<file path="config.mk">
export PLATFORM = sky130hd
export DESIGN_NAME = xtal_tod_core
export DESIGN_NICKNAME = d
export VERILOG_FILES = /design/src/rtl/tod_pkg.sv /design/src/rtl/tod_prescaler.sv /design/src/rtl/tod_modcnt.sv /design/src/rtl/tod_cascade.sv /design/src/rtl/tod_dispmap.sv /design/src/rtl/tod_refresh.sv /design/src/rtl/xtal_tod_core.sv
export SDC_FILE = /design/constraint.sdc
export NUM_CORES = 1
export LEC_CHECK = 0
export BUFFER_PORTS_ARGS = -buffer_cell sky130_fd_sc_hd__buf_4
export CAP_MARGIN = 10
export CELL_PAD_IN_SITES_DETAIL_PLACEMENT = 1
export CELL_PAD_IN_SITES_GLOBAL_PLACEMENT = 1
export CORE_MARGIN = 2
export CORE_UTILIZATION = 38
export CTS_BUF_LIST = sky130_fd_sc_hd__clkbuf_16
export DETAILED_ROUTE_END_ITERATION = 16
export PLACE_DENSITY_LB_ADDON = 0.25
export SLEW_MARGIN = 20
export SYNTH_ARGS = -nofsm -noshare
export SYNTH_HDL_FRONTEND = slang
export SYNTH_SLANG_ARGS = --single-unit
</file>
<file path="constraint.sdc">
create_clock -name clk -period 2.85 [get_ports clk]
set_input_delay 0.1425 -clock clk [delete_from_list [all_inputs] [get_ports clk]]
set_output_delay 0.1425 -clock clk [all_outputs]
set_load 0.005 [all_outputs]
</file>
<file path="src/rtl/tod_pkg.sv">
package tod_pkg;
   localparam int NUM_POS    = 6;
   localparam int POS_W      = 3;
   localparam int FIELD_W    = 6;
   localparam int NUM_STAGES = 3;
   localparam int DISP_W     = 4 * NUM_POS;

   typedef logic [3:0] bcd_t;

   // modulus of each cascade stage: seconds, minutes, hours
   function automatic int stage_mod(input int idx);
      return (idx == NUM_STAGES - 1) ? 24 : 60;
   endfunction

   // two-digit BCD of a value below 100, packed {tens, units}
   function automatic logic [7:0] to_bcd2(input logic [FIELD_W-1:0] v);
      logic [FIELD_W-1:0] t;
      logic [FIELD_W-1:0] u;
      t = v / FIELD_W'(10);
      u = v % FIELD_W'(10);
      return {t[3:0], u[3:0]};
   endfunction
endpackage

</file>
<file path="src/rtl/tod_prescaler.sv">
module tod_prescaler #(
   parameter int PRE_W = 16
) (
   input  logic clk,
   input  logic rst,
   input  logic slow_en,
   output logic step,
   output logic tick
);
   generate
      if (PRE_W < 1 || PRE_W > 30) begin : g_bad_width
         initial $fatal(1, "tod_prescaler: PRE_W out of range");
      end
   endgenerate

   logic armed;
   always_ff @(posedge clk) armed <= !rst;

   generate
      if (PRE_W == 1) begin : g_direct
         // preload equals terminal count: every enable overflows
         assign step = slow_en;
      end else begin : g_count
         localparam logic [PRE_W-1:0] PRELOAD = PRE_W'(1 << (PRE_W - 1));
         logic [PRE_W-1:0] cnt;
         assign step = slow_en && (cnt == '1);
         always_ff @(posedge clk) begin
            if (rst)          cnt <= PRELOAD;
            else if (step)    cnt <= PRELOAD;
            else if (slow_en) cnt <= cnt + 1'b1;
         end
         assert_reload_R2: assert property (@(posedge clk) disable iff (rst || !armed)
            tick |-> (cnt == PRELOAD));
      end
   endgenerate

   always_ff @(posedge clk) begin
      if (rst) tick <= 1'b0;
      else     tick <= step;
   end

   assert_tick_needs_en_R1: assert property (@(posedge clk) disable iff (rst || !armed)
      tick |-> $past(slow_en));
endmodule

</file>
<file path="src/rtl/tod_modcnt.sv">
module tod_modcnt #(
   parameter int MOD = 60,
   parameter int W   = 6
) (
   input  logic         clk,
   input  logic         rst,
   input  logic         inc,
   output logic [W-1:0] val,
   output logic         at_top
);
   localparam logic [W-1:0] TOP = W'(MOD - 1);

   generate
      if (MOD < 2 || MOD > (1 << W)) begin : g_bad_mod
         initial $fatal(1, "tod_modcnt: MOD does not fit W");
      end
   endgenerate

   assign at_top = (val == TOP);

   always_ff @(posedge clk) begin
      if (rst)      val <= '0;
      else if (inc) val <= at_top ? '0 : val + 1'b1;
   end

   assert_range_R4: assert property (@(posedge clk) disable iff (rst)
      val <= TOP);
endmodule

</file>
<file path="src/rtl/tod_cascade.sv">
module tod_cascade
   import tod_pkg::*;
(
   input  logic               clk,
   input  logic               rst,
   input  logic               step,
   output logic [FIELD_W-1:0] sec,
   output logic [FIELD_W-1:0] min,
   output logic [FIELD_W-1:0] hr
);
   logic [NUM_STAGES-1:0] carry;
   logic [NUM_STAGES-1:0] top;
   logic [FIELD_W-1:0]    val [NUM_STAGES];

   assign carry[0] = step;

   generate
      for (genvar i = 0; i < NUM_STAGES; i++) begin : g_stage
         tod_modcnt #(.MOD(stage_mod(i)), .W(FIELD_W)) u_cnt (
            .clk    (clk),
            .rst    (rst),
            .inc    (carry[i]),
            .val    (val[i]),
            .at_top (top[i])
         );
         if (i < NUM_STAGES - 1) begin : g_carry
            assign carry[i+1] = carry[i] & top[i];
         end
      end
   endgenerate

   assign sec = val[0];
   assign min = val[1];
   assign hr  = val[2];

   logic armed;
   always_ff @(posedge clk) armed <= !rst;

   assert_sec_wrap_R3: assert property (@(posedge clk) disable iff (rst || !armed)
      ($past(step) && $past(sec) == 6'd59) |-> (sec == 6'd0));
   assert_min_inc_R3: assert property (@(posedge clk) disable iff (rst || !armed)
      ($past(step) && $past(sec) == 6'd59 && $past(min) != 6'd59) |-> (min == $past(min) + 6'd1));
   assert_day_wrap_R4: assert property (@(posedge clk) disable iff (rst || !armed)
      ($past(step) && $past(sec) == 6'd59 && $past(min) == 6'd59 && $past(hr) == 6'd23)
      |-> (hr == 6'd0 && min == 6'd0));
   assert_hold_without_step_R5: assert property (@(posedge clk) disable iff (rst || !armed)
      !$past(step) |-> ($stable(sec) && $stable(min) && $stable(hr)));
endmodule

</file>
<file path="src/rtl/tod_dispmap.sv">
module tod_dispmap
   import tod_pkg::*;
(
   input  logic [FIELD_W-1:0] hr,
   input  logic [FIELD_W-1:0] min,
   input  logic [FIELD_W-1:0] sec,
   input  logic               hour12,
   output logic [DISP_W-1:0]  digits
);
   logic [FIELD_W-1:0] hr_show;
   logic [7:0]         h2, m2, s2;

   always_comb begin
      hr_show = hr;
      if (hour12) begin
         if (hr == '0)               hr_show = FIELD_W'(12);
         else if (hr > FIELD_W'(12)) hr_show = hr - FIELD_W'(12);
      end
      assert_hour12_range_R6: assert (!hour12 || hr >= FIELD_W'(24) ||
                                      (hr_show >= FIELD_W'(1) && hr_show <= FIELD_W'(12)));
   end

   assign h2 = to_bcd2(hr_show);
   assign m2 = to_bcd2(min);
   assign s2 = to_bcd2(sec);

   // position p lives in digits[4p+3:4p]; position 0 is hour tens
   assign digits = {s2[3:0], s2[7:4], m2[3:0], m2[7:4], h2[3:0], h2[7:4]};
endmodule

</file>
<file path="src/rtl/tod_refresh.sv">
module tod_refresh
   import tod_pkg::*;
(
   input  logic              clk,
   input  logic              rst,
   input  logic              tick,
   input  logic [DISP_W-1:0] digits,
   output logic              strobe,
   output logic [POS_W-1:0]  pos,
   output bcd_t              bcd
);
   generate
      if ((1 << POS_W) < NUM_POS) begin : g_bad_pos
         initial $fatal(1, "tod_refresh: POS_W too narrow");
      end
   endgenerate

   localparam logic [POS_W-1:0] LAST = POS_W'(NUM_POS - 1);
   logic [POS_W-1:0] ptr;

   always_ff @(posedge clk) begin
      if (rst) begin
         ptr    <= '0;
         pos    <= '0;
         bcd    <= '0;
         strobe <= 1'b0;
      end else begin
         strobe <= tick;
         if (tick) begin
            pos <= ptr;
            bcd <= digits[4*ptr +: 4];
            ptr <= (ptr == LAST) ? '0 : ptr + 1'b1;
         end
      end
   end

   logic armed;
   always_ff @(posedge clk) armed <= !rst;

   assert_strobe_after_tick_R8: assert property (@(posedge clk) disable iff (rst || !armed)
      strobe |-> $past(tick));
   assert_pos_range_R8: assert property (@(posedge clk) disable iff (rst)
      pos <= LAST);
endmodule

</file>
<file path="src/rtl/xtal_tod_core.sv">
module xtal_tod_core
   import tod_pkg::*;
#(
   parameter int PRE_W = 16
) (
   input  logic        clk,
   input  logic        rst,
   input  logic        slow_en,
   input  logic        hour12,
   output logic        sec_tick,
   output logic [5:0]  sec_bin,
   output logic [5:0]  min_bin,
   output logic [5:0]  hr_bin,
   output logic [23:0] disp_bcd,
   output logic        dig_strobe,
   output logic [2:0]  dig_pos,
   output logic [3:0]  dig_bcd
);
   generate
      if (FIELD_W != 6 || DISP_W != 24 || POS_W != 3) begin : g_bad_pkg
         initial $fatal(1, "xtal_tod_core: package widths disagree with ports");
      end
   endgenerate

   logic step;

   tod_prescaler #(.PRE_W(PRE_W)) u_pre (
      .clk     (clk),
      .rst     (rst),
      .slow_en (slow_en),
      .step    (step),
      .tick    (sec_tick)
   );

   tod_cascade u_casc (
      .clk  (clk),
      .rst  (rst),
      .step (step),
      .sec  (sec_bin),
      .min  (min_bin),
      .hr   (hr_bin)
   );

   tod_dispmap u_map (
      .hr     (hr_bin),
      .min    (min_bin),
      .sec    (sec_bin),
      .hour12 (hour12),
      .digits (disp_bcd)
   );

   tod_refresh u_ref (
      .clk    (clk),
      .rst    (rst),
      .tick   (sec_tick),
      .digits (disp_bcd),
      .strobe (dig_strobe),
      .pos    (dig_pos),
      .bcd    (dig_bcd)
   );

   assert_reset_clear_R9: assert property (@(posedge clk)
      $past(rst) |-> (hr_bin == 6'd0 && min_bin == 6'd0 && sec_bin == 6'd0 &&
                      !sec_tick && !dig_strobe));
   assert_tick_moves_time_R3: assert property (@(posedge clk) disable iff (rst)
      sec_tick |-> (sec_bin != $past(sec_bin) || $past(rst)));
endmodule

</file>
==> Word level (Yosys, flattened, before mapping) <==
Cells that the tools add are included.
{ "op_classes": {"bitwise_logic": 2, "magnitude_cmp": 1, "mul": 0, "n_shift": 1, "eq_ne": 5, "reduce_logical": 3, "n_div": 6, "muxes": 7, "addsub": 6} }
{ "op_table": {"columns": ["operator", "count"], "rows": [
  ["6-bit 2-to-1 mux", 6],
  ["24-bit by 6-bit variable part select with 4-bit output", 1],
  ["6-bit by 1-bit adder with 6-bit output, second input constant", 3],
  ["6-bit by 4-bit divider with 6-bit output, second input constant", 3],
  ["6-bit by 4-bit remainder unit with 6-bit output, second input constant", 3],
  ["16-bit by 1-bit adder with 16-bit output, second input constant", 1],
  ["16-bit == test, second input constant", 1],
  ["6-bit == test, second input constant", 2],
  ["6-bit by 5-bit == test with 1-bit output, second input constant", 1],
  ["6-bit by 4-bit > comparator with 1-bit output, second input constant", 1],
  ["6-bit zero test", 1],
  ["6-bit by 4-bit subtractor with 6-bit output, second input constant", 1],
  ["3-bit by 1-bit adder with 3-bit output, second input constant", 1],
  ["3-bit == test, second input constant", 1],
  ["3-bit 2-to-1 mux", 1],
  ["1-bit AND", 2],
  ["2-bit OR reduction", 1],
  ["1-bit logical AND", 1]
]} }
{ "word_totals": {"output_inout_bits": 51, "mem_bits_ro": 0, "ff_bits": 46, "ramBits": 0, "latch_bits": 0, "n_memories": 0} }

==> Depth between registers and ports, before layout <==
Gate-level depths: netlist of the first run.
{ "logic_depth": {"depth_word": 6, "mapped_depth": 15} }

==> Modules after synthesis <==
From an unflattened synthesis of the first run, not the netlist that was laid out.
{ "unflattened": {"hier_cells": 396, "hier_area_um2": 3405.8} }
{ "by_module_without_submodules": {"columns": ["module", "area_each_um2", "cells_per_inst", "seq_area_each_um2", "instances"], "rows": [
  ["tod_dispmap", 1059.8, 153, 0.0, 1],
  ["tod_prescaler", 783.3, 82, 340.3, 1],
  ["tod_refresh", 653.1, 61, 220.2, 1],
  ["tod_modcnt at u_casc.g_stage[0].u_cnt ...", 306.5, 34, 120.1, 2],
  ["tod_modcnt at u_casc.g_stage[2].u_cnt", 284.0, 30, 120.1, 1],
  ["tod_cascade", 12.5, 2, 0.0, 1]
]} }

==> Least setup slack after synthesis of the first run <==
OpenSTA, ideal clock, no wires.
{ "synth_path": {"path_kind": "reg2reg", "start": "reg u_casc.g_stage[2].u_cnt.val[1]", "end": "reg u_ref.bcd[3]", "stages_incl_launch_ff": 14, "path_slack_ps": -260, "t_required_ps": 2721, "t_arrival_ps": 2981, "path_buffers": 2, "cell_sequence": "dfxtp_1 -> clkbuf_1 -> inv_1 -> ha_1 -> nor2b_1 -> o31ai_4 -> a221oi_4 -> buf_4 -> nand2_1 -> o311a_1 -> ha_1 -> o21bai_1 -> a311oi_1 -> o31ai_1"} }
{ "synth_via": {"elab_chain_len": 6, "word_cells_on_any_way": 9, "cone_classes": "add/sub: 1; div: 2; order compare: 1; shift: 1; mux: 3; reduce/logical: 1"} }
{ "synth_rtl": {"columns": ["item", "line", "source"], "rows": [
  ["start, declared", "tod_modcnt.sv:8", "output logic [W-1:0] val,"],
  ["start signal, assigned", "tod_modcnt.sv:23", "else if (inc) val <= at_top ? '0 : val + 1'b1;"],
  ["6-bit by 4-bit subtractor with 6-bit output or 6-bit by 4-bit > comparator with 1-bit output (tied branches)", "tod_dispmap.sv:17", "else if (hr > FIELD_W'(12)) hr_show = hr - FIELD_W'(12);"],
  ["6-bit 2-to-1 mux", "tod_dispmap.sv:17", null],
  ["6-bit 2-to-1 mux", "tod_dispmap.sv:16", "if (hr == '0) hr_show = FIELD_W'(12);"],
  ["6-bit 2-to-1 mux (*)", "tod_dispmap.sv:15", "if (hour12) begin"],
  ["6-bit by 4-bit divider with 6-bit output or 6-bit by 4-bit remainder unit with 6-bit output (tied branches)", "tod_pkg.sv:19, tod_pkg.sv:20", null],
  ["24-bit by 6-bit variable part select with 4-bit output (*)", "tod_refresh.sv:31", "bcd <= digits[4*ptr +: 4];"],
  ["end signal, assigned", "tod_refresh.sv:31", null],
  ["end, declared", "tod_refresh.sv:10", "output bcd_t bcd"]
]} }
Mark *: on every way between the ends. The rest lies on a longest branch, timed or not.
A chain may end at the register's enable or synchronous reset.

==> Worst setup path in the final report of the first run <==
{ "layout_path": {"start": "reg u_casc.g_stage[2].u_cnt.val[3]", "end": "out disp_bcd[5]"} }
{ "layout_via": {"elab_chain_len": 5, "word_cells_on_any_way": 7, "cone_classes": "add/sub: 1; div: 1; order compare: 1; mux: 3; reduce/logical: 1"} }
{ "layout_rtl": {"columns": ["item", "line", "source"], "rows": [
  ["6-bit by 4-bit subtractor with 6-bit output or 6-bit by 4-bit > comparator with 1-bit output (tied branches)", "tod_dispmap.sv:17", null],
  ["6-bit 2-to-1 mux", "tod_dispmap.sv:17", null],
  ["6-bit 2-to-1 mux", "tod_dispmap.sv:16", null],
  ["6-bit 2-to-1 mux (*)", "tod_dispmap.sv:15", null],
  ["6-bit by 4-bit remainder unit with 6-bit output (*)", "tod_pkg.sv:20", "u = v % FIELD_W'(10);"],
  ["end, declared", "xtal_tod_core.sv:14", "output logic [23:0] disp_bcd,"]
]} }
Marks and branches as above.

==> results of run 1 <==
-- power groups by stage --
stage          clock network [µW]  registers [µW]  logic, µW
6_report                      597             647        109
5_1_grt                       642             648        117
4_1_cts                       612             647       92.2
3_5_place_dp                    0             664       84.6
3_3_place_gp                    0             663       81.1
2_1_floorplan                   0             663       58.1
-- sequential cells by signal (all words and copies together), names as in the netlist --
signal,cells
u_ref.strobe,1
u_pre.tick,1
u_ref.bcd,4
u_ref.ptr,3
u_pre.g_count.cnt,16
u_casc.g_stage.u_cnt.val,18
u_ref.pos,3
-- final cells by class --
cell class                      instances  area share
Timing Repair Buffer                  102      0.1681
Clock inverter                          3    0.005022
Inverter                               24     0.01956
Sequential cell                        46      0.1972
Multi-Input combinational cell        360      0.5543
Tap cell                              111     0.02934
Clock buffer                            5     0.02643
-- cell usage in the layout, fill, tap and decap left out, types with 4 or more instances in the layout --
cell / count
nor3_1: 12
buf_6: 6
inv_1: 19
and2_1: 6
dfxtp_1: 40
xor2_1: 9
a21oi_1: 19
ha_1: 14
buf_4: 95
clkbuf_16: 5
o21ai_0: 17
a211oi_1: 7
dfxtp_2: 4
a21o_1: 4
o211ai_1: 6
nor2_1: 49
nand2_1: 38
mux2i_1: 8
nand3_1: 13
nand4_1: 8
inv_2: 4
xnor2_1: 22
nand2b_1: 6
o21ai_1: 6
ha_4: 4
nor2b_1: 11
-- cells by family after synthesis --
logic type | Yosys count | share of synthesized area
other | 1 | 0.001046
adders and majority gates | 18 | 0.06285
DFF | 46 | 0.2570
xor gates and xnor gates | 34 | 0.08520
AOI/OAI and AO/OA | 109 | 0.2242
and+or+nand+nor | 183 | 0.2664
muxes | 13 | 0.03876
buffers and inverters | 51 | 0.06459
-- stage by stage --
stage	total power [µW]	hold slack [ns]
after floorplan	721.0	0.3377
after global placement	744.6	0.4473
after detailed placement	748.8	0.4536
after CTS	1351	0.1548
after global routing	1406	0.1781
final	1353	0.1523
-- repair_timing --
| action | in CTS | in global routing |
|---|---|---|
| pin swaps | 15 | 10 |
| setup buffers | 11 | 6 |
| endpoints found under the setup margin | 7 | 8 |
| gates resized for setup | 19 | 25 |
-- worst min-delay path: cells and delay by family --
family / cells / cell delay (ns)
buffers and inverters: 1 / 0.12
multiplexers: 1 / 0.07
AND/OR/NAND/NOR: 1 / 0.07
-- how the worst min path moves through the flow --
stage	startpoint	to	depth (start not counted)
after floorplan	rst	u_ref.bcd[3]	3
after global placement	u_ref.pos[0]	u_ref.pos[0]	2
after detailed placement	u_ref.pos[0]	u_ref.pos[0]	2
after CTS	slow_en	u_pre.g_count.cnt[1]	3
after global routing	slow_en	u_pre.g_count.cnt[1]	3
final	slow_en	u_pre.g_count.cnt[1]	3
-- metal layers --
layer	GRT usage	vias to the layer above
met5	0	-
met4	0.03846	0
met3	0.03190	10
met2	0.4106	62
met1	0.2955	1833
li1	-	1783
==> flow_metrics.env, run 1 <==
export IMPL_status="finished, violations left"
export IMPL_failed_checks="setup timing"
export IMPL_clock_skew_ns=0.006770
export IMPL_cts_made_buffers=5
export IMPL_grt_overflow=0
export IMPL_stdcell_area_um2=4733
export IMPL_clock_root_buffer="clkbuf_16"
export IMPL_ir_drop_v=0.0002747
export IMPL_cp_common_cell="buf_4"
export IMPL_multiInputGateArea_um2=2624
export IMPL_hpwlAfterDp_mm=8.339
export IMPL_wl_met1_mm=5.262
export IMPL_reg2reg_slack_ns=0.07
export IMPL_drtAntennaViolNets=0
export IMPL_path_cells="ha_4, nor2b_4, or3_4, a221oi_4, buf_4, buf_6, buf_8, xnor2_4, a221oi_2, nand2_2, xnor2_2, buf_4"
export IMPL_initial_core_util=0.3897
export IMPL_detail_route_wl_per_cell_um=17.91
export IMPL_grt_setup_unrepaired="true"
export IMPL_slew_violations=0
export IMPL_antenna_found_initial=0
export IMPL_cts_tree="yes"
export IMPL_netSwitchingFraction=0.2444
export IMPL_ff2ff_path_depth=12
export IMPL_hold_buffers=0
export IMPL_syn_area_per_cell_um2=7.876
export IMPL_synth_cell_type_count=77
export IMPL_yosysTopAreaCell="dfxtp_1"
export IMPL_dp_cells=627
export IMPL_wl_met3_um=297
export IMPL_die_area_um2=10220
export IMPL_regToRegStartpoint="u_casc.g_stage[2].u_cnt.val[3]"
export IMPL_cts_sink_count=46
export IMPL_yosysWarnings=0
export IMPL_first_iter_violations=111
export IMPL_slowest_stage="a221oi_4"
export IMPL_worst_pin_slew_ns=0.5305
export IMPL_setup_tns_ns=-0.5744
export IMPL_cp_end_kind="primary output"
export IMPL_ys_flop_type="dfxtp_1"
export IMPL_synth_edff_count=0
export IMPL_pre_cts_slack_ns=-0.1026
export IMPL_max_freq_ghz=0.3250
export IMPL_insertion_delay_ns=0.29
export IMPL_seqPwrFrac=0.478
export IMPL_crit_type="reg -> out"
export IMPL_io_pins=55
export IMPL_path_depth=12
export IMPL_clk_pin_slew_ns=0.07
export IMPL_fin_crit_sh=1.079
export IMPL_met2WireLength_mm=5.954
export IMPL_ys_seq_elements=46
export IMPL_drv_cap=0
export IMPL_slew_headroom=0.6419
export IMPL_fin_crit_ns=3.077
export IMPL_placedInstanceArea_um2=4300
export IMPL_setup_violations=4
export IMPL_routed_wl_mm=11.66
export IMPL_drtPass1Iterations=6
export IMPL_hp_class="in -> reg"
export IMPL_area_growth_pct=32.09
export IMPL_worstPathArrival_ns=2.93
export IMPL_netlist_area_um2=3583
export IMPL_synth_top_area_share=0.2570
export IMPL_worstSetupStartpointType="flip-flop"
export IMPL_fin_cells=651
export IMPL_synthCells=455
export IMPL_vias=3688
export IMPL_slowest_delay_ns=0.42
export IMPL_drive_gt1_frac=0.3074
export IMPL_routed_top_layer="met4"
export IMPL_cts_htree_levels=2
export IMPL_place_congestion=0.9294
export IMPL_async_reset_ff_frac=0
export IMPL_utilization=0.5147
export IMPL_pwr_share_clk=0.441
export IMPL_regArea_um2=933.4
export IMPL_crit_buf_inv=4
export IMPL_finalHoldViolCount=0
export IMPL_ys_seq_area_frac=0.2570
export IMPL_gr_usage_all_layers=0.2289
export IMPL_internal_power_uw=1022
export IMPL_post_route_drc_count=0
export IMPL_num_rows=35
export IMPL_coreArea_um2=9196
export IMPL_fillers=1132
export IMPL_worst_slack_ns=-0.2265
export IMPL_worstPathRequired_ns=2.71
export IMPL_r2r_end="u_ref.bcd[3]"
export IMPL_viasPerCell=5.665
export IMPL_clockBufferDepth=2
export IMPL_synthTopCellsByCount="nor2_1 (50), dfxtp_1 (46), nand2_1 (40)"
export IMPL_p_per_area_nw_per_um2=285.8
export IMPL_final_net_count=561
export IMPL_die_h_um=101.1
export IMPL_diodes=0
export IMPL_synthMostInstantiatedCell="nor2_1"
export IMPL_die_x_um=101.1
export IMPL_cp_startpoint="u_casc.g_stage[2].u_cnt.val[3]"
export IMPL_io_buffer_count=51
export IMPL_grt_max_degree=33
export IMPL_setup_worst_path_end="disp_bcd[5]"
export IMPL_combPwrFrac=0.080
export IMPL_synth_area_leaders="dfxtp_1 (26%), ha_1 (6.3%), xnor2_1 (5.9%), nor2_1 (5.2%), nand2_1 (4.2%)"
export IMPL_power_leakage_uw=0.001865
export IMPL_grt_pass1_vias=3760
export IMPL_p_sw_uw=330.7
export IMPL_worstPathMaxFanout=3
export IMPL_critPathTopFamily="compound AO/OA/AOI/OAI gates"
export IMPL_grt_pass1_wl_mm=18.84
Note: power is estimated with default switching activity, not from simulation.
==> run 2, diff against run 1 <==
--- a/config.mk
+++ b/config.mk
@@ -9,7 +9,6 @@
 export CAP_MARGIN = 10
 export CELL_PAD_IN_SITES_DETAIL_PLACEMENT = 1
 export CELL_PAD_IN_SITES_GLOBAL_PLACEMENT = 1
-export CORE_MARGIN = 2
 export CORE_UTILIZATION = 38
 export CTS_BUF_LIST = sky130_fd_sc_hd__clkbuf_16
 export DETAILED_ROUTE_END_ITERATION = 16
==> flow_metrics.env, run 2 (synthesized netlist as in run 1, its figures left out) <==
export IMPL_viasPerCell=5.596
export IMPL_path_cells="ha_4, nor2b_4, or3_4, a221oi_4, nand2_4, o311a_4, ha_4, o21bai_4, a311oi_2, nor2_1, buf_4"
export IMPL_slowest_stage="a221oi_4"
export IMPL_setup_tns_ns=-0.1932
export IMPL_cts_made_buffers=5
export IMPL_p_per_area_nw_per_um2=285.2
export IMPL_max_freq_ghz=0.3311
export IMPL_pwr_share_clk=0.442
export IMPL_die_x_um=99.11
export IMPL_dp_cells=625
export IMPL_power_leakage_uw=0.001833
export IMPL_slew_headroom=0.6424
export IMPL_drtAntennaViolNets=0
export IMPL_grt_pass1_wl_mm=17.82
export IMPL_internal_power_uw=1017
export IMPL_largest_reg_flops=18
export IMPL_fin_crit_sh=1.060
export IMPL_worstPathRequired_ns=2.71
export IMPL_setup_violations=2
export IMPL_post_route_drc_count=0
export IMPL_slew_violations=0
export IMPL_clock_root_buffer="clkbuf_16"
export IMPL_cts_sink_count=46
export IMPL_clock_skew_ns=0.009935
export IMPL_area_growth_pct=30.83
export IMPL_worst_slack_ns=-0.1705
export IMPL_combPwrFrac=0.074
export IMPL_final_net_count=554
export IMPL_first_iter_violations=112
export IMPL_grt_overflow=0
export IMPL_diodes=0
export IMPL_worst_pin_slew_ns=0.5229
export IMPL_drv_cap=0
export IMPL_ir_drop_v=0.0002225
export IMPL_fin_crit_ns=3.020
export IMPL_cp_common_cell="ha_4"
export IMPL_multiInputGateArea_um2=2638
export IMPL_slowest_delay_ns=0.38
export IMPL_place_congestion=0.8885
export IMPL_detail_route_wl_per_cell_um=17.10
export IMPL_io_pins=55
export IMPL_regArea_um2=933.4
export IMPL_fin_cells=644
export IMPL_drive_gt1_frac=0.3058
export IMPL_clk_pin_slew_ns=0.07
export IMPL_worstPathArrival_ns=2.88
export IMPL_gr_usage_all_layers=0.2229
export IMPL_hpwlAfterDp_mm=8.131
export IMPL_num_rows=35
export IMPL_p_sw_uw=320.1
export IMPL_cts_htree_levels=2
export IMPL_top_register="u_casc.g_stage.u_cnt.val"
export IMPL_status="finished, violations left"
export IMPL_drtPass1Iterations=4
export IMPL_hp_class="in -> reg"
export IMPL_vias=3604
export IMPL_failed_checks="setup timing"
export IMPL_netSwitchingFraction=0.2394
export IMPL_cp_end_kind="primary output"
export IMPL_initial_core_util=0.3897
export IMPL_cts_tree="yes"
export IMPL_largestRegisters="u_casc.g_stage.u_cnt.val: 18 flops, u_pre.g_count.cnt: 16 flops, u_ref.bcd: 4 flops"
export IMPL_critPathTopFamily="compound AO/OA/AOI/OAI gates"
export IMPL_final_common_cell="buf_4"
export IMPL_die_h_um=99.11
export IMPL_coreArea_um2=9196
export IMPL_seqPwrFrac=0.484
export IMPL_die_area_um2=9823
export IMPL_crit_buf_inv=1
export IMPL_io_buffer_count=51
export IMPL_power_uw=1337
export IMPL_grt_max_degree=33
export IMPL_grt_pass1_vias=3559
export IMPL_grt_setup_unrepaired="true"
export IMPL_routed_wl_mm=11.01
export IMPL_insertion_delay_ns=0.29
export IMPL_worstPathMaxFanout=4
export IMPL_fillers=1124
export IMPL_crit_type="reg -> out"
export IMPL_clockBufferDepth=2
export IMPL_finalHoldViolCount=0
export IMPL_worstSetupStartpointType="flip-flop"
export IMPL_antenna_found_initial=0
export IMPL_layout_common_cells="buf_4 (91), nor2_1 (48), dfxtp_1 (40), nand2_1 (39), xnor2_1 (23)"
==> run 2: cell type report <==
class | instances | area share
tap | 111 | 0.02962
multi-input combinational | 360 | 0.5626
inverter | 24 | 0.01975
timing repair buffer | 95 | 0.1572
sequential | 46 | 0.1991
clock inverter | 3 | 0.005071
clock buffer | 5 | 0.02669
==> run 2: power groups by stage <==
stage	Clock (µW)	Sequential [µW]	Combinational (µW)
2_1_floorplan	0	663	58.1
3_3_place_gp	0	663	80.0
3_5_place_dp	0	664	81.8
4_1_cts	607	647	89.7
5_1_grt	633	647	108
6_report	591	647	99.2
==> run 2: worst paths after layout <==
kind                                                      from                   end  slack (ns)  depth (start not counted)
worst max-delay path            u_casc.g_stage[2].u_cnt.val[2]           disp_bcd[7]       -0.17                         11
worst min register to register                    u_ref.pos[0]          u_ref.pos[0]        0.46                          2
worst max register to register  u_casc.g_stage[0].u_cnt.val[4]          u_ref.bcd[2]        0.05                         14
worst min-delay path                                   slow_en  u_pre.g_count.cnt[0]        0.17                          3
==> run 2: timing repair <==
item	in CTS	in global routing
resized for setup	16	29
buffers inserted	6	7
hold buffers	0	0
pin swaps	14	16
endpoints found under the setup margin	5	7
==> run 2: per-layer routing <==
metal  part of all wire  GRT usage  up-vias  routed length (µm)
li1                   -          -     1780                   -
met4              0.014    0.05090        0                 158
met5                  0          0        -                   0
met3              0.028    0.02881       17                 313
met2               0.48     0.3792       69                5286
met1               0.48     0.3016     1738                5253
==> run 2: through the flow <==
| step | setup WS (ns) | cell area (µm²) | util | hold slack (ns) |
|---|---|---|---|---|
| 2_1_floorplan | 0.01362 | 3675 | - | 0.3377 |
| 4_1_cts | -0.1964 | 4533 | 0.4929 | 0.1678 |
| 3_5_place_dp | -0.04846 | 4285 | 0.4660 | 0.4514 |
| 3_3_place_gp | 0.01329 | 4285 | 0.4660 | 0.4466 |
| 5_1_grt | -0.2641 | 4688 | 0.5098 | 0.1836 |
| 6_report | -0.1705 | 4688 | 0.5098 | 0.1692 |
==> run 2: worst register-to-register path, delay by kind of cell, from the launching register on <==
kind	cells	cell delay, ns
AOI/OAI and AO/OA	6	0.85
buffers and inverters	2	0.21
and+or+nand+nor	4	0.84
DFF	1	0.33
adders and majority gates	2	0.51
==> run 3, diff against run 2 <==
--- a/config.mk
+++ b/config.mk
@@ -9,11 +9,13 @@
 export CAP_MARGIN = 10
 export CELL_PAD_IN_SITES_DETAIL_PLACEMENT = 1
 export CELL_PAD_IN_SITES_GLOBAL_PLACEMENT = 1
-export CORE_UTILIZATION = 38
+export CORE_UTILIZATION = 39
 export CTS_BUF_LIST = sky130_fd_sc_hd__clkbuf_16
+export CTS_CLUSTER_SIZE = 16
 export DETAILED_ROUTE_END_ITERATION = 16
 export PLACE_DENSITY_LB_ADDON = 0.25
 export SLEW_MARGIN = 20
 export SYNTH_ARGS = -nofsm -noshare
 export SYNTH_HDL_FRONTEND = slang
+export SYNTH_HIERARCHICAL = 1
 export SYNTH_SLANG_ARGS = --single-unit
==> flow_metrics.env, run 3 <==
export IMPL_status="finished, violations left"
export IMPL_failed_checks="setup timing"
export IMPL_drv_cap=0
export IMPL_power_leakage_uw=0.001907
export IMPL_grt_pass1_wl_mm=16.55
export IMPL_hpwlAfterDp_mm=7.268
export IMPL_placedInstanceArea_um2=4194
export IMPL_detail_route_wl_per_cell_um=18.05
export IMPL_max_freq_ghz=0.2487
export IMPL_routed_wl_mm=11.05
export IMPL_cts_htree_levels=2
export IMPL_yosysWarnings=6
export IMPL_slew_violations=0
export IMPL_initial_core_util=0.4074
export IMPL_num_rows=33
export IMPL_grt_overflow=0
export IMPL_post_route_drc_count=0
export IMPL_worst_slack_ns=-1.171
export IMPL_area_growth_pct=37.26
export IMPL_cts_made_buffers=5
export IMPL_worst_pin_slew_ns=0.7142
export IMPL_viasPerCell=5.567
export IMPL_netlist_area_um2=3398
export IMPL_synthCells=395
export IMPL_syn_area_per_cell_um2=8.603
export IMPL_first_iter_violations=134
export IMPL_clock_root_buffer="clkbuf_16"
export IMPL_setup_violations=9
export IMPL_final_net_count=521
export IMPL_final_common_cell="buf_4"
export IMPL_insertion_delay_ns=0.29
export IMPL_grt_pass1_vias=3341
export IMPL_stdcell_area_um2=4664
export IMPL_clock_skew_ns=0.003696
export IMPL_io_buffer_count=51
export IMPL_hold_buffers=0
export IMPL_worstSetupStartpointType="flip-flop"
export IMPL_largest_reg_flops=18
export IMPL_clk_pin_slew_ns=0.07
export IMPL_cts_sink_count=46
export IMPL_drive_gt1_frac=0.4024
export IMPL_pre_cts_slack_ns=-0.9728
export IMPL_regArea_um2=930.9
export IMPL_worstPathRequired_ns=3.01
export IMPL_cp_end_kind="flip-flop"
export IMPL_grt_setup_unrepaired="true"
export IMPL_finalHoldViolCount=0
export IMPL_crit_type="reg -> reg"
export IMPL_fin_crit_ns=4.021
export IMPL_cts_tree="yes"
export IMPL_power_uw=1546
export IMPL_antenna_found_initial=0
export IMPL_gr_usage_all_layers=0.2335
export IMPL_worstPathMaxFanout=5
export IMPL_diodes=0
export IMPL_vias=3407
export IMPL_place_congestion=0.8423
export IMPL_setup_tns_ns=-8.780
export IMPL_fin_crit_sh=1.411
export IMPL_layout_common_cells="buf_4 (117), nor2_1 (43), dfxtp_1 (42), nand2_1 (24), xnor2_1 (17)"
export IMPL_multiInputGateArea_um2=2402
export IMPL_largestRegisters="u_casc/g_stage.u_cnt/val: 18 flops, u_pre/g_count.cnt: 16 flops, u_ref/bcd: 4 flops"
export IMPL_drtAntennaViolNets=0
export IMPL_hp_class="in -> reg"
export IMPL_die_h_um=95.35
export IMPL_die_x_um=95.35
export IMPL_ir_drop_v=0.0002004
export IMPL_grt_max_degree=38
export IMPL_fillers=993
export IMPL_top_register="u_casc/g_stage.u_cnt/val"
export IMPL_clockBufferDepth=2
export IMPL_coreArea_um2=8341
export IMPL_p_per_area_nw_per_um2=331.4
export IMPL_drtPass1Iterations=4
export IMPL_die_area_um2=9091
export IMPL_io_pins=55
export IMPL_worstPathArrival_ns=4.18
export IMPL_slew_headroom=0.5232
-- run 3: cell types whose count changed in the layout (fill, tap and decap cells not counted), sizes merged, moves of 7 or more --
cell,before,now
a211oi,9,2
a22o,0,7
inv,25,17
ha,18,11
buf,95,125
nand2,41,25
xnor2,25,18
nor4,4,11
-- run 3: final timing paths --
path | from | endpoint | slack, ns | depth (start not counted)
min reg2reg | u_ref/pos[0] | u_ref/pos[0] | 0.48 | 2
max | u_casc/g_stage[2].u_cnt/val[2] | u_ref/bcd[2] | -1.17 | 17
min | slow_en | u_pre/g_count.cnt[1] | 0.16 | 3
max reg2reg | u_casc/g_stage[2].u_cnt/val[2] | u_ref/bcd[2] | -1.17 | 17
-- run 3: cell type report --
class                      count  area share
multi-input combinational    312      0.5150
timing repair buffer         125      0.2076
sequential                    46      0.1996
tap                          105     0.02817
clock buffer                   5     0.02682
inverter                      16     0.01341
clock inverter                 3    0.009388
-- run 3: through the flow --
step | util | hold slack [ns] | cells
3_5_place_dp | 0.5029 | 0.4586 | 583
5_1_grt | 0.5593 | 0.1752 | 612
3_3_place_gp | 0.5029 | 0.4391 | 583
4_1_cts | 0.5425 | 0.1544 | 607
6_report | 0.5593 | 0.1562 | 612
2_1_floorplan | - | 0.2052 | 397
-- run 3: report_power, final --
part | switching (µW) | internal [µW] | leakage (µW)
clock network | 258 | 416 | 0.0000842
logic | 112 | 110 | 0.00145
registers | 4.34 | 646 | 0.000374
-- run 3: critical path, stage by stage (launching register included) --
cell and delay [ns]:
dfxtp_4 0.37, ha_4 0.17, o21a_4 0.12, or4_4 0.51, a32o_2 0.29, nor2_4 0.10, nor2_2 0.05, ha_2 0.20
nor3b_4 0.17, a211oi_2 0.25, o22ai_2 0.13, or3_4 0.43, buf_4 0.16, a21oi_2 0.20, o22ai_4 0.10, mux2i_1 0.16
nor4_1 0.09, a311o_1 0.39
-- run 3: repair_timing --
action,CTS,global route
pin swaps,4,14
endpoints found under the setup margin,9,10
gates resized for setup,14,21
buffers inserted,17,5
-- run 3: per-layer routing --
metal,up-vias,wire length [µm],track usage
met2,70,5629,0.4089
met5,-,0,0
li1,1651,-,-
met1,1668,4866,0.3005
met3,18,293,0.02871
met4,0,259,0.06061
